[src/rtl/gpio_irq_pkg.sv]
package gpio_irq_pkg;
  localparam int KIND_W = 3;

  typedef enum logic [KIND_W-1:0] {
    K_SENSE  = 3'd0,
    K_BOTH   = 3'd1,
    K_POL    = 3'd2,
    K_EN     = 3'd3,
    K_CLR    = 3'd4,
    K_RAW    = 3'd5,
    K_MASKED = 3'd6,
    K_NONE   = 3'd7
  } reg_kind_e;

  function automatic int unsigned bank_w(input int unsigned nb);
    return (nb > 1) ? $clog2(nb) : 1;
  endfunction
endpackage

[src/rtl/gpio_irq_regs.sv]
module gpio_irq_regs
  import gpio_irq_pkg::*;
#(
  parameter int unsigned NUM_PINS = 64,
  parameter int unsigned WORD_W   = 32,
  parameter int unsigned BANK_W   = 1
) (
  input  logic                clk_i,
  input  logic                rst_ni,
  input  logic                we_i,
  input  reg_kind_e           kind_i,
  input  logic [BANK_W-1:0]   bank_i,
  input  logic [WORD_W-1:0]   wdata_i,
  output logic [NUM_PINS-1:0] sense_o,
  output logic [NUM_PINS-1:0] both_o,
  output logic [NUM_PINS-1:0] pol_o,
  output logic [NUM_PINS-1:0] en_o,
  output logic [NUM_PINS-1:0] clr_o,
  output logic [NUM_PINS-1:0] clr_rise_o
);
  localparam int unsigned NUM_BANKS = NUM_PINS / WORD_W;

  logic [NUM_PINS-1:0] sense_q, both_q, pol_q, en_q, clr_q;

  for (genvar b = 0; b < NUM_BANKS; b++) begin : g_bank
    logic sel;
    assign sel = we_i && (bank_i == BANK_W'(b));

    // clear acts on stored 0 -> 1 only
    assign clr_rise_o[b*WORD_W +: WORD_W] =
      (sel && kind_i == K_CLR) ? (wdata_i & ~clr_q[b*WORD_W +: WORD_W]) : '0;

    always_ff @(posedge clk_i or negedge rst_ni) begin
      if (!rst_ni) begin
        sense_q[b*WORD_W +: WORD_W] <= '0;
        both_q [b*WORD_W +: WORD_W] <= '0;
        pol_q  [b*WORD_W +: WORD_W] <= '0;
        en_q   [b*WORD_W +: WORD_W] <= '0;
        clr_q  [b*WORD_W +: WORD_W] <= '0;
      end else if (sel) begin
        unique case (kind_i)
          K_SENSE: sense_q[b*WORD_W +: WORD_W] <= wdata_i;
          K_BOTH:  both_q [b*WORD_W +: WORD_W] <= wdata_i;
          K_POL:   pol_q  [b*WORD_W +: WORD_W] <= wdata_i;
          K_EN:    en_q   [b*WORD_W +: WORD_W] <= wdata_i;
          K_CLR:   clr_q  [b*WORD_W +: WORD_W] <= wdata_i;
          default: ;
        endcase
      end
    end
  end

  assign sense_o = sense_q;
  assign both_o  = both_q;
  assign pol_o   = pol_q;
  assign en_o    = en_q;
  assign clr_o   = clr_q;
endmodule

[src/rtl/gpio_irq_detect.sv]
module gpio_irq_detect #(
  parameter int unsigned NUM_PINS = 64
) (
  input  logic                clk_i,
  input  logic                rst_ni,
  input  logic [NUM_PINS-1:0] pin_i,
  input  logic [NUM_PINS-1:0] sense_i,
  input  logic [NUM_PINS-1:0] both_i,
  input  logic [NUM_PINS-1:0] pol_i,
  input  logic [NUM_PINS-1:0] clr_rise_i,
  output logic [NUM_PINS-1:0] edge_hit_o,
  output logic [NUM_PINS-1:0] pend_o
);
  logic [NUM_PINS-1:0] pin_q, pend_q;

  always_ff @(posedge clk_i or negedge rst_ni) begin
    if (!rst_ni) pin_q <= '0;
    else         pin_q <= pin_i;
  end

  for (genvar i = 0; i < NUM_PINS; i++) begin : g_pin
    logic rise, fall, lvl, nxt;
    assign rise = pin_i[i] & ~pin_q[i];
    assign fall = ~pin_i[i] & pin_q[i];
    assign edge_hit_o[i] = both_i[i] ? (rise | fall) : (pol_i[i] ? rise : fall);
    assign lvl  = pin_i[i] ^ pol_i[i];
    // edge wins over a simultaneous clear
    assign nxt  = sense_i[i] ? (edge_hit_o[i] | (pend_q[i] & ~clr_rise_i[i])) : lvl;

    always_ff @(posedge clk_i or negedge rst_ni) begin
      if (!rst_ni) pend_q[i] <= 1'b0;
      else         pend_q[i] <= nxt;
    end
  end

  assign pend_o = pend_q;
endmodule

[src/rtl/gpio_irq_readout.sv]
module gpio_irq_readout
  import gpio_irq_pkg::*;
#(
  parameter int unsigned NUM_PINS = 64,
  parameter int unsigned WORD_W   = 32,
  parameter int unsigned BANK_W   = 1
) (
  input  reg_kind_e           kind_i,
  input  logic [BANK_W-1:0]   bank_i,
  input  logic [NUM_PINS-1:0] sense_i,
  input  logic [NUM_PINS-1:0] both_i,
  input  logic [NUM_PINS-1:0] pol_i,
  input  logic [NUM_PINS-1:0] en_i,
  input  logic [NUM_PINS-1:0] clr_i,
  input  logic [NUM_PINS-1:0] pend_i,
  output logic [WORD_W-1:0]   rdata_o,
  output logic                irq_o
);
  localparam int unsigned NUM_BANKS = NUM_PINS / WORD_W;

  logic [NUM_PINS-1:0] masked;
  assign masked = pend_i & en_i;
  assign irq_o  = |masked;

  always_comb begin
    rdata_o = '0;
    for (int b = 0; b < NUM_BANKS; b++) begin
      if (bank_i == BANK_W'(b)) begin
        unique case (kind_i)
          K_SENSE:  rdata_o = sense_i[b*WORD_W +: WORD_W];
          K_BOTH:   rdata_o = both_i [b*WORD_W +: WORD_W];
          K_POL:    rdata_o = pol_i  [b*WORD_W +: WORD_W];
          K_EN:     rdata_o = en_i   [b*WORD_W +: WORD_W];
          K_CLR:    rdata_o = clr_i  [b*WORD_W +: WORD_W];
          K_RAW:    rdata_o = pend_i [b*WORD_W +: WORD_W];
          K_MASKED: rdata_o = masked [b*WORD_W +: WORD_W];
          default:  rdata_o = '0;
        endcase
      end
    end
  end
endmodule

[src/rtl/gpio_irq_ctrl.sv]
module gpio_irq_ctrl
  import gpio_irq_pkg::*;
#(
  parameter int unsigned NUM_PINS  = 64,
  parameter int unsigned WORD_W    = 32,
  localparam int unsigned NUM_BANKS = NUM_PINS / WORD_W,
  localparam int unsigned BANK_W    = bank_w(NUM_BANKS),
  localparam int unsigned ADDR_W    = KIND_W + BANK_W
) (
  input  logic                clk_i,
  input  logic                rst_ni,
  input  logic [NUM_PINS-1:0] pin_i,
  input  logic                reg_we_i,
  input  logic [ADDR_W-1:0]   reg_addr_i,
  input  logic [WORD_W-1:0]   reg_wdata_i,
  output logic [WORD_W-1:0]   reg_rdata_o,
  output logic                irq_o
);
  reg_kind_e           kind;
  logic [BANK_W-1:0]   bank;
  logic [NUM_PINS-1:0] sense_w, both_w, pol_w, en_w, clr_w, clr_rise_w;
  logic [NUM_PINS-1:0] pend_w, edge_hit_w;

  assign kind = reg_kind_e'(reg_addr_i[ADDR_W-1 -: KIND_W]);
  assign bank = reg_addr_i[BANK_W-1:0];

  gpio_irq_regs #(.NUM_PINS(NUM_PINS), .WORD_W(WORD_W), .BANK_W(BANK_W)) u_regs (
    .clk_i      (clk_i),
    .rst_ni     (rst_ni),
    .we_i       (reg_we_i),
    .kind_i     (kind),
    .bank_i     (bank),
    .wdata_i    (reg_wdata_i),
    .sense_o    (sense_w),
    .both_o     (both_w),
    .pol_o      (pol_w),
    .en_o       (en_w),
    .clr_o      (clr_w),
    .clr_rise_o (clr_rise_w)
  );

  gpio_irq_detect #(.NUM_PINS(NUM_PINS)) u_detect (
    .clk_i      (clk_i),
    .rst_ni     (rst_ni),
    .pin_i      (pin_i),
    .sense_i    (sense_w),
    .both_i     (both_w),
    .pol_i      (pol_w),
    .clr_rise_i (clr_rise_w),
    .edge_hit_o (edge_hit_w),
    .pend_o     (pend_w)
  );

  gpio_irq_readout #(.NUM_PINS(NUM_PINS), .WORD_W(WORD_W), .BANK_W(BANK_W)) u_readout (
    .kind_i  (kind),
    .bank_i  (bank),
    .sense_i (sense_w),
    .both_i  (both_w),
    .pol_i   (pol_w),
    .en_i    (en_w),
    .clr_i   (clr_w),
    .pend_i  (pend_w),
    .rdata_o (reg_rdata_o),
    .irq_o   (irq_o)
  );
endmodule

[config.mk]
export PLATFORM = sky130hd
export DESIGN_NAME = gpio_irq_ctrl
export DESIGN_NICKNAME = d
export VERILOG_FILES = /design/src/rtl/gpio_irq_pkg.sv /design/src/rtl/gpio_irq_regs.sv /design/src/rtl/gpio_irq_detect.sv /design/src/rtl/gpio_irq_readout.sv /design/src/rtl/gpio_irq_ctrl.sv
export SDC_FILE = /design/constraint.sdc
export NUM_CORES = 1
export LEC_CHECK = 0
export BUFFER_PORTS_ARGS = -buffer_cell sky130_fd_sc_hd__buf_4
export CELL_PAD_IN_SITES_DETAIL_PLACEMENT = 1
export CELL_PAD_IN_SITES_GLOBAL_PLACEMENT = 2
export CORE_UTILIZATION = 30
export DETAILED_ROUTE_END_ITERATION = 6
export PLACE_DENSITY_LB_ADDON = 0.25
export SETUP_SLACK_MARGIN = 0.1
export SYNTH_ARGS = -nofsm -noshare
export SYNTH_HDL_FRONTEND = slang
export SYNTH_SLANG_ARGS = --single-unit
[constraint.sdc]
create_clock -name clk_i -period 2.6 [get_ports clk_i]
set_input_delay 0.52 -clock clk_i [delete_from_list [all_inputs] [get_ports clk_i]]
set_output_delay 0.52 -clock clk_i [all_outputs]
set_load 0.005 [all_outputs]
-- Yosys cells after proc, flatten, opt, wreduce, memory -nomap -nowiden
Index checks and enable logic that the tools add are counted.
- flip-flop bits (word level): 448
- output and inout bits: 33
- word-level logic and storage cells: 876
- input port bits: 103
- eq/ne operators: 6
- bitwise logic cells: 582
- muxes and demuxes: 197
- reduce and logical (&&, ||, !) cells: 16
- operator list (kind ; count):
    $pmux 32 s7 ; 2
    $not 1->1 ; 193
    $and 1x1->1 ; 192
    $mux 1 ; 192
    $or 1x1->1 ; 128
    $mux 32 ; 3
    $and 32x32->32 ; 2
    $and 64x64->64 ; 1
    $not 32->32 ; 2
    $reduce_or 64->1 ; 1
    $xor 1x1->1 ; 64
    $reduce_and 2->1 ; 10
    $eq 3x3->1 const B ; 3
    $eq 3x2->1 const B ; 2
    $logic_and 1x1->1 ; 4
    $eq 3x1->1 const B ; 1
    $logic_not 3->1 ; 1

-- Longest topological paths before layout
- depth in word-level cells: 8
- gate-level depth with buffers: 8
- depth with buffers taken out: 6

-- Modules after synthesis
A second synthesis with hierarchy kept.
- cells, all modules: 2385
- area total of the unflattened synthesis: 25937.4 um^2
- modules (own cells, without submodules) (module ; cells each ; area an instance (um^2) ; sequential area each (um^2) ; instances):
    gpio_irq_regs ; 792 ; 12482.0 ; 8007.7 ; 1
    gpio_irq_detect ; 896 ; 8968.6 ; 3203.1 ; 1
    gpio_irq_readout ; 697 ; 4486.8 ; 0.0 ; 1

-- Worst setup path after synthesis
No wires, ideal clock.
- kind: input-to-output
- start: input port reg_addr_i[3]
- end: output port reg_rdata_o[29]
- data arrival time: 1.743 ns
- stages: 6
- slack: 0.337 ns
- path buffers: 2
- data required time: 2.080 ns
- path through: buf_4 -> buf_6 -> mux2_1 -> a221o_1 -> a221oi_1 -> a211oi_1
- cells in the longest elaborated chain, start to end: 3
- elaborated cells on any way between the ends: 10
- those cells by class: eq/ne (6); mux (3); reduce/logical (1)
- ends and longest elaborated chain (element ; RTL line ; source):
    from (decl) ; gpio_irq_ctrl.sv:14 ; input logic [ADDR_W-1:0] reg_addr_i,
    $eq 3x3->1 (tied with other cells) ; gpio_irq_readout.sv:29 ; unique case (kind_i)
    $pmux 32 s7 ; gpio_irq_readout.sv:29 ;
    $mux 32 * ; gpio_irq_readout.sv:28 ; if (bank_i == BANK_W'(b)) begin
    to (decl) ; gpio_irq_ctrl.sv:16 ; output logic [WORD_W-1:0] reg_rdata_o,
Every way passes the cells marked *; elsewhere a longest branch is shown, timed or not.

-- Worst setup path after layout
- start: register u_detect.pend_q[24] (netlist: u_detect.pend_o[24])
- end: output port irq_o
- cells in the longest elaborated chain, start to end: 2
- ends and longest elaborated chain (element ; RTL line ; source):
    from (decl) ; gpio_irq_detect.sv:14 ; logic [NUM_PINS-1:0] pin_q, pend_q;
    from (signal, indexed assignment) ; gpio_irq_detect.sv:32 ; else pend_q[i] <= nxt;
    $and 64x64->64 ; gpio_irq_readout.sv:22 ; assign masked = pend_i & en_i;
    $reduce_or 64->1 ; gpio_irq_readout.sv:23 ; assign irq_o = |masked;
    to (decl) ; gpio_irq_ctrl.sv:17 ; output logic irq_o
Every way passes these cells.

==> results.md <==
* Detailed-route wire length at 91900 microns
* Crit path required time at 2.08 ns
* Average vias per placed instance at 5.34
* RSZ-0062 raised after global routing: true
* Initial core utilization at a little under a third
* Critical Path Fanout Max at 2
* Commonest non-fill, non-tap cell in the layout: dfrtp_1
* Largest net degree at the start of global routing at 96
* Final Instance Area at between 30000 and 40000 sq um
* Synth area leader: dfrtp_1
* # fillers at between 8k and 9k
* CP Launch Point: u_detect.pend_o[24]
* Die extent in x at between 200 and 300 microns
* Clk_lat worst skew at approximately 0.6 ns
* Global route hottest layer: met2
* CP Cell Sequence: nand2_2 > nand4_1 > buf_4 > or4_4 > or4_4 > buf_6
* Clk sinks at between 400 and 500
* R2r setup slk at roughly 1.2 ns
* Area Growth Syn to Fin at 27.5%
* Crit path max-delay cell type: or4_4
* DRT iter0 DRCs at a little over 900
* Area post-placement at 28500 sq um
* Io pins at 136
* F_max at ~320 MHz
* Actual slew at the worst max-slew pin at approximately 0.6 ns
* Setup crit end kind: output pin
* DRC at 0
* Total global routing overflow at 0
* CTS tree: yes
* Num CTS Buffers at between 50 and 60
* Hold Vio Cnt, Final at 0
* Register area at roughly 11000 sq um
* Clk buf depth at 3
* Reg2Reg Depth at 4
* Clock Tree Root: clkbuf_16
* Synthesized area at between 20000 and 25000 sq um
* Crit path largest cell delay at around 0.50 ns
* Area of the multi-input gates at between 10000 and 15000 sq um
* Core Region at around 81000 sq um
* Clock skew at 0.0134 ns
* Synthesis Warnings at 0
* Final setup fails at 6
* Syn_nets at around 2.4k
* Avg Synthesized Cell Area at roughly 11 sq um
* Setup ws final at -0.564 ns
* Worst slew margin at 59.6%
* Worst R2R Start: u_detect.pin_q[6]
* Core Util, Final at about two fifths
* Total power at 24.1 mW
* FF+latch count, synth at 448
* Crit share post-route at 122%
* DIE AREA at roughly 84000 sq um
* Antenna-violating nets left at 0
* CP Launch Type: flop
* HPWL after DPL at around 64000 microns
* Post-synth top area share at 45.3%
* Worst Hold Class: input port to flop
* M1 GR Usage at between 30% and 40%
* Post-Synthesis Cells at ~2.2k
* Worst VDD drop at around 0.49 mV
* Hold depth at 1
* Met3 Use GR at 2.50%
* Layout cells sized above 1 at 25.0%
* Leak at ~14 nW
* Initial DRT Pass Iterations at 6
* M2 GR Usage at between 30% and 40%
* Crit path arrival time at roughly 2.6 ns
* CTS HTree Levels at 2
* Synth top area cells: dfrtp_1, mux2_1, ha_1
* Most frequent CP cell: or4_4
* Max Slew Vio Count at 0
* Sequential element share of the synthesized area at 45.3%
* Async SR Flop Fraction at between 90% and 100%
* Power per Cell Area at approximately 760 nW/um^2
* Critical setup path kind: flop to output pin
* Initial antenna violation count at 1
* Clock-pin slew on the worst setup and hold paths at ~0.06 ns
* Failing checks: negative setup slack
* Distinct cells, synth at 59
* Max-cap violations at 0
* First-pass GRT wire length at between 100000 and 150000 microns
* Min-delay src: pin_i[46]
* Post-synth EDFFs at 0
* Hold_ws at about 0.046 ns
* DR vias at approximately 19k
* Fin crit period at about 3.2 ns
* Avg WL per Cell at 25.7 microns
* Vias in the first global route at roughly 20k
* Count of input and output buffers at ~140
* # rows at approximately 100
* Gpl congestion at about 0.8
* Status: complete, but fails checks
* Nets at between 2k and 3k
* Gr usage total at approximately 22%
* Most frequent cells in the layout: dfrtp_1, mux2_1, buf_4
* Die extent in y at between 200 and 300 microns
* Main synth FF type: dfrtp_1
==> critical path, delay by kind of cell, from the launching register on <==
| kind | cells | cell delay [ns] |
|---|---|---|
| simple gates | 4 | 1.28 |
| flops | 1 | 0.40 |
| buf+inv | 2 | 0.36 |
==> kinds of logic after synthesis <==
group / after synthesis / synth area share, %
adders and majority gates: 128 / 6.47
buffers and inverters: 280 / 4.90
muxes: 492 / 22.0
xor gates and xnor gates: 64 / 2.26
AOI/OAI and AO/OA: 461 / 12.5
and+or+nand+nor: 320 / 6.63
DFF: 448 / 45.3
==> power breakdown <==
part | leakage, nW | switching, mW | internal (mW) | total [mW]
clock | 0.886 | 3.18 | 4.59 | 7.77
combinational | 8.20 | 2.78 | 3.19 | 5.97
sequential | 5.36 | 1.83 | 8.55 | 10.4
==> through the flow <==
stage / TNS, ns / setup slack (ns) / cells
floorplan: 0 / 0.337 / 2193
global placement: -0.995 / -0.219 / 3429
detailed placement: -1.37 / -0.242 / 3429
CTS: -1.30 / -0.593 / 3554
global route: -1.42 / -0.608 / 3571
finish: -0.872 / -0.564 / 3572
==> layer usage <==
| layer | wire, microns | part of all wire, % |
|---|---|---|
| met5 | 0 | 0 |
| met4 | 2260 | 2.5 |
| met3 | 3280 | 3.6 |
| met2 | 43600 | 47 |
| met1 | 42800 | 47 |
==> worst paths after layout <==
check                                 endpoint
setup / recovery                         irq_o
hold / removal              u_detect.pin_q[46]
setup reg to reg            u_detect.pend_o[6]
hold reg to reg            u_detect.pend_o[55]
max in group asynchronous    u_regs.both_o[30]
min in group asynchronous   u_detect.pin_q[11]
==> cell usage after synthesis, types with 8 or more instances <==
cell,number
o221ai_1,31
inv_1,128
buf_2,61
nand2b_1,34
a221o_1,11
and3_1,13
o211a_1,16
a31oi_1,36
a21oi_1,130
mux2_2,34
o22a_1,12
dfrtp_1,448
a32oi_1,8
a22oi_1,55
xor2_1,64
nand4b_1,32
o21ai_0,40
nand3_1,9
mux2_1,358
a221oi_1,23
a22o_1,11
nand2_1,115
ha_1,128
buf_4,19
o21ai_1,41
nor2_1,76
mux2i_1,98
o22ai_1,9
a21o_1,8
clkbuf_1,65
==> timing repair <==
item | CTS | global route
pin swaps | 39 | 50
cloned | 3 | 2
setup buffers | 26 | 17
gates resized for setup | 128 | 79
hold buffers | 1 | 0
endpoints found under the setup margin | 33 | 31
endpoints found under the hold margin | 20 | 0
==> cell type report <==
class	instances	share of cell area, %
Tap cell	1060	4.20
Clock buffer	80	5.01
Inverter	132	1.57
Sequential cell	448	35.6
Antenna cell	1	0.00793
Multi-Input combinational cell	1465	41.1
Clock inverter	20	0.674
Timing Repair Buffer	366	11.9
==> registers in the layout (all words and copies together), names as in the netlist <==
| register | flops |
|---|---|
| u_regs.both_o | 64 |
| u_regs.en_o | 64 |
| u_regs.pol_o | 64 |
| u_detect.pend_o | 64 |
| u_regs.clr_o | 64 |
| u_regs.sense_o | 64 |
| u_detect.pin_q | 64 |
No activity file was read; power rests on OpenSTA's default activity.
